==> src/rtl/lhz_pkg.sv <==
package lhz_pkg;
  localparam int unsigned LHZ_REG_W_DEFAULT = 5;
  localparam int unsigned LHZ_NUM_SRC       = 2;

  typedef enum logic {
    HZ_CLEAR = 1'b0,
    HZ_STALL = 1'b1
  } hz_state_e;
endpackage

==> src/rtl/lhz_src_match.sv <==
module lhz_src_match #(
  parameter int unsigned REG_W       = 5,
  parameter bit          IGNORE_ZERO = 1'b1
) (
  input  logic [REG_W-1:0] tgt,
  input  logic [REG_W-1:0] src,
  output logic             hit
);
  logic tgt_live;

  generate
    if (IGNORE_ZERO) begin : g_zero_const
      assign tgt_live = |tgt;
    end else begin : g_zero_plain
      assign tgt_live = 1'b1;
    end
  endgenerate

  assign hit = tgt_live && (tgt == src);
endmodule

==> src/rtl/lhz_stall_ctrl.sv <==
module lhz_stall_ctrl
  import lhz_pkg::*;
(
  input  logic clk,
  input  logic rst,
  input  logic req,
  output logic stall
);
  hz_state_e state_q;

  assign stall = req && (state_q == HZ_CLEAR);

  always_ff @(posedge clk) begin
    if (rst) state_q <= HZ_CLEAR;
    else     state_q <= stall ? HZ_STALL : HZ_CLEAR;
  end
endmodule

==> src/rtl/lhz_load_use_unit.sv <==
module lhz_load_use_unit
  import lhz_pkg::*;
#(
  parameter int unsigned REG_W       = LHZ_REG_W_DEFAULT,
  parameter bit          IGNORE_ZERO = 1'b1
) (
  input  logic             clk,
  input  logic             rst,
  input  logic             ex_mem_read,
  input  logic [REG_W-1:0] ex_rd,
  input  logic [REG_W-1:0] id_rs1,
  input  logic [REG_W-1:0] id_rs2,
  output logic             pc_we,
  output logic             ifid_we,
  output logic             ctl_zero
);
  localparam int unsigned NSRC = LHZ_NUM_SRC;

  logic [REG_W-1:0] src_vec [NSRC];
  logic [NSRC-1:0]  src_hit;
  logic             hz_req;
  logic             stall;

  assign src_vec[0] = id_rs1;
  assign src_vec[1] = id_rs2;

  for (genvar gi = 0; gi < NSRC; gi++) begin : g_src
    lhz_src_match #(.REG_W(REG_W), .IGNORE_ZERO(IGNORE_ZERO)) u_match (
      .tgt (ex_rd),
      .src (src_vec[gi]),
      .hit (src_hit[gi])
    );
  end

  assign hz_req = ex_mem_read && (|src_hit);

  lhz_stall_ctrl u_ctrl (
    .clk   (clk),
    .rst   (rst),
    .req   (hz_req),
    .stall (stall)
  );

  assign pc_we    = ~stall;
  assign ifid_we  = ~stall;
  assign ctl_zero = stall;
endmodule

==> config.mk <==
export PLATFORM = sky130hd
export DESIGN_NAME = lhz_load_use_unit
export DESIGN_NICKNAME = d
export VERILOG_FILES = /design/src/rtl/lhz_pkg.sv /design/src/rtl/lhz_src_match.sv /design/src/rtl/lhz_stall_ctrl.sv /design/src/rtl/lhz_load_use_unit.sv
export SDC_FILE = /design/constraint.sdc
export NUM_CORES = 1
export LEC_CHECK = 0
export ABC_AREA = 1
export CAP_MARGIN = 15
export CORE_AREA = 2 2 39 41
export DETAILED_ROUTE_END_ITERATION = 7
export DIE_AREA = 0 0 41 43
export PLACE_DENSITY = 0.64
export SYNTH_ARGS = -nofsm -noshare
export SYNTH_HDL_FRONTEND = slang
export SYNTH_SLANG_ARGS = --single-unit
==> constraint.sdc <==
create_clock -name clk -period 0.95 [get_ports clk]
set_clock_uncertainty 0.05 [all_clocks]
set_input_delay 0.19 -clock clk [delete_from_list [all_inputs] [get_ports clk]]
set_output_delay 0.19 -clock clk [all_outputs]
set_load 0.005 [all_outputs]
==> results.py <==
metrics = {
    "run_status": {
        "status": "finished, violations left",
        "violations": "setup timing",
    },
    "synthesis": {
        "synth_compound_area_share_pct": 0,
        "synth_top_family_by_area": "simple AND/OR/NAND/NOR gates",
        "synthSimpleGateAreaFrac_pct": 58.2,
        "synth_seq_area_share_pct": 7.96,
        "synth_seq_cells": 1,
        "ys_types": 11,
        "syn_area_um2": 251,
        "synth_adder_area_share_pct": 0,
        "synthMuxAreaShare_pct": 0,
        "synth_xor_area_share_pct": 6.97,
        "syn_inst": 56,
        "yosys_warnings": 0,
        "avgSynthCellArea_um2": 4.49,
        "synthesis.nets": 74,
    },
    "critical_path": {
        "cp-end-kind": "output pin",
        "path_class": "input port to output pin",
        "cp_slowest_cell": "nor2_1",
        "path_max_fanout": 4,
        "path_buf_inv": 4,
        "crit_path_start_kind": "input port",
        "slowest_delay_ns": 0.11,
        "cp_cell_sequence": "buf_12 -> inv_12 -> nand2_2 -> nand2_1 -> nor2_1 -> nand3_1 -> nand2_1 -> nand2_2 -> inv_2 -> buf_6",
        "crit_family": "simple AND/OR/NAND/NOR gates",
        "critical_path_required_ns": 0.71,
        "worstPathArrival_ns": 0.90,
    },
    "finish": {
        "final_util_pct": 37.6,
        "reg.largest.list": "u_ctrl.state_q (1)",
        "regArea_um2": 20.0,
        "nets": 97,
        "area.growth.synth_to_final_pct": 107,
        "largest_register_ffs": 1,
        "multiInputGateArea_um2": 188,
        "largest-register": "u_ctrl.state_q",
        "n_fill_cell": 151,
        "diodes": 0,
        "fin_area_um2": 520,
        "drive_gt1_share_pct": 44.2,
    },
    "drt": {
        "detail-route-antenna-nets": 0,
        "drtPass1Iterations": 4,
        "avgViaCountPerCell": 3.92,
        "drt_iter0_drc": 3,
        "num_vias": 365,
        "route.met2.wl_um": 374,
        "dr_wl_met3_um": 42,
        "maxUsedRoutingLayer": "met3",
        "routed_wirelength_um": 661,
        "drc": 0,
        "wl_per_cell_um": 7.11,
        "met1Wirelength_um": 244,
    },
    "power": {
        "internal_power_mw": 0.155,
        "p_sw_share_pct": 33.6,
        "p_per_area_mw_per_mm2": 449,
        "p_comb_share_pct": 81.1,
        "p_leak_nw": 0.309,
        "p_sw_mw": 0.0783,
        "power_frac_seq_pct": 18.9,
        "vdd_drop_max_mv": 0.135,
        "pwr-share-clk_pct": 0,
    },
    "floorplan": {
        "design.core.area_mm2": 0.00138,
        "chipHeight_um": 43,
        "die_x_um": 41,
        "fp-row-count": 14,
        "die_area_mm2": 0.00176,
        "start_util_pct": 18.2,
        "io_pins": 21,
    },
    "timing": {
        "worst_pin_slew_ns": 0.132,
        "max_slew_margin_pct": 91.1,
        "worst_slack_ns": -0.194,
        "hold_violations": 0,
        "layout_min_cycle_time_ns": 1.14,
        "drv_slew": 0,
        "fmax_mhz": 874,
        "setup_violations": 4,
        "tns_ns": -0.591,
        "finalCritPeriodShare_pct": 120,
        "rsz0062_at_grt": "true",
    },
    "global_routing": {
        "grt_pass1_vias": 313,
        "track_usage_pct": 8.62,
        "antenna_found_initial": 0,
        "grt_max_degree": 5,
        "grt_pass1_wl_mm": 1.14,
        "grt-ovfl-total": 0,
    },
    "job": {
        "cap_violations": 0,
    },
    "hold_path": {
        "hold_path_class": "flip-flop to flip-flop",
    },
    "placement": {
        "place_ws_ns": -1.19,
        "dpl_cell_area_um2": 499,
        "io_buffers": 20,
        "dpl.hpwl_um": 533,
        "place_congestion": 0.698,
    },
    "cts": {
        "cts-hold-fix-buffers": 0,
        "clkTransAtPathRegs_ns": 0,
        "clock_latency_ns": 0,
    },
}
[cells in the final DEF (no fill, tap or decap)]
cell type and instances:
nor2_1 4, buf_8 3, nand2_2 6, clkdlybuf4s50_1 1
inv_2 5, clkdlybuf4s15_1 1, nand3_1 4, inv_1 9
nor2_2 1, nand2_1 20, clkbuf_2 1, inv_12 1
buf_2 5, buf_12 1, nor3_4 1, inv_4 1
buf_4 2, xnor2_1 2, buf_6 7, dfxtp_1 1
dlygate4sd2_1 1
[power by group through the flow]
| stage | registers (mW) | clock network, mW | logic, mW |
|---|---|---|---|
| after floorplan | 0.0440 | 0 | 0.0706 |
| after global placement | 0.0441 | 0 | 0.177 |
| after detailed placement | 0.0441 | 0 | 0.179 |
| after CTS | 0.0441 | 0 | 0.172 |
| after global routing | 0.0441 | 0 | 0.210 |
| final | 0.0441 | 0 | 0.189 |
[synthesized netlist by cell type]
cell,instances,area share (%)
buf_4,1,3.0
dfxtp_1,1,8.0
inv_1,14,21
inv_2,2,3.0
nand2_1,25,37
nand2_2,1,2.5
nand3_1,4,8.0
nor2_1,4,6.0
nor2_2,1,2.5
nor3_1,1,2.0
xnor2_1,2,7.0
[worst register-to-register path, cell delays in order (launching register included)]
cell and delay [ns]:
dfxtp_1 0.28, inv_1 0.04, nand3_1 0.07, inv_1 0.06, nand2_2 0.07, nor2_2 0.09
[final timing paths]
path	from	to	slack [ns]	cells past startpoint
worst max-delay path	ex_rd[1]	ctl_zero	-0.19	10
worst max register to register	u_ctrl.state_q	u_ctrl.state_q	0.23	5
worst min register to register	u_ctrl.state_q	u_ctrl.state_q	0.56	5
worst min-delay path	u_ctrl.state_q	u_ctrl.state_q	0.56	5
[cell families (layout without fill, tap and decap cells)]
| family | after synthesis | after routing |
|---|---|---|
| flip-flops | 1 | 1 |
| buffers and inverters | 17 | 38 |
| AND/OR/NAND/NOR | 36 | 36 |
| XOR/XNOR | 2 | 2 |
[final cells by class]
cell class / instances / area share, %
Multi-Input combinational cell: 38 / 36.1
Inverter: 16 / 14.4
Timing Repair Buffer: 22 / 41.8
Sequential cell: 1 / 3.85
Tap cell: 16 / 3.85
[what timing repair did]
item,CTS,global route
endpoints found under the setup margin,4,4
gates resized for setup,87,12
setup buffers,0,0
pin swaps,29,9
[layer usage]
metal / vias to the layer above / GRT usage (%)
li1: 198 / -
met1: 157 / 9.58
met2: 10 / 17.5
met3: 0 / 0
met4: 0 / 0
met5: - / 0
[metrics by stage]
step                std cells  hold WS (ns)  total power, mW
finish                     93         0.555            0.233
floorplan                  56         0.207            0.115
global route               93         0.600            0.254
global placement           93         0.540            0.221
CTS                        93         0.550            0.216
detailed placement         93         0.550            0.223
Note: power is estimated with default switching activity, not from simulation.
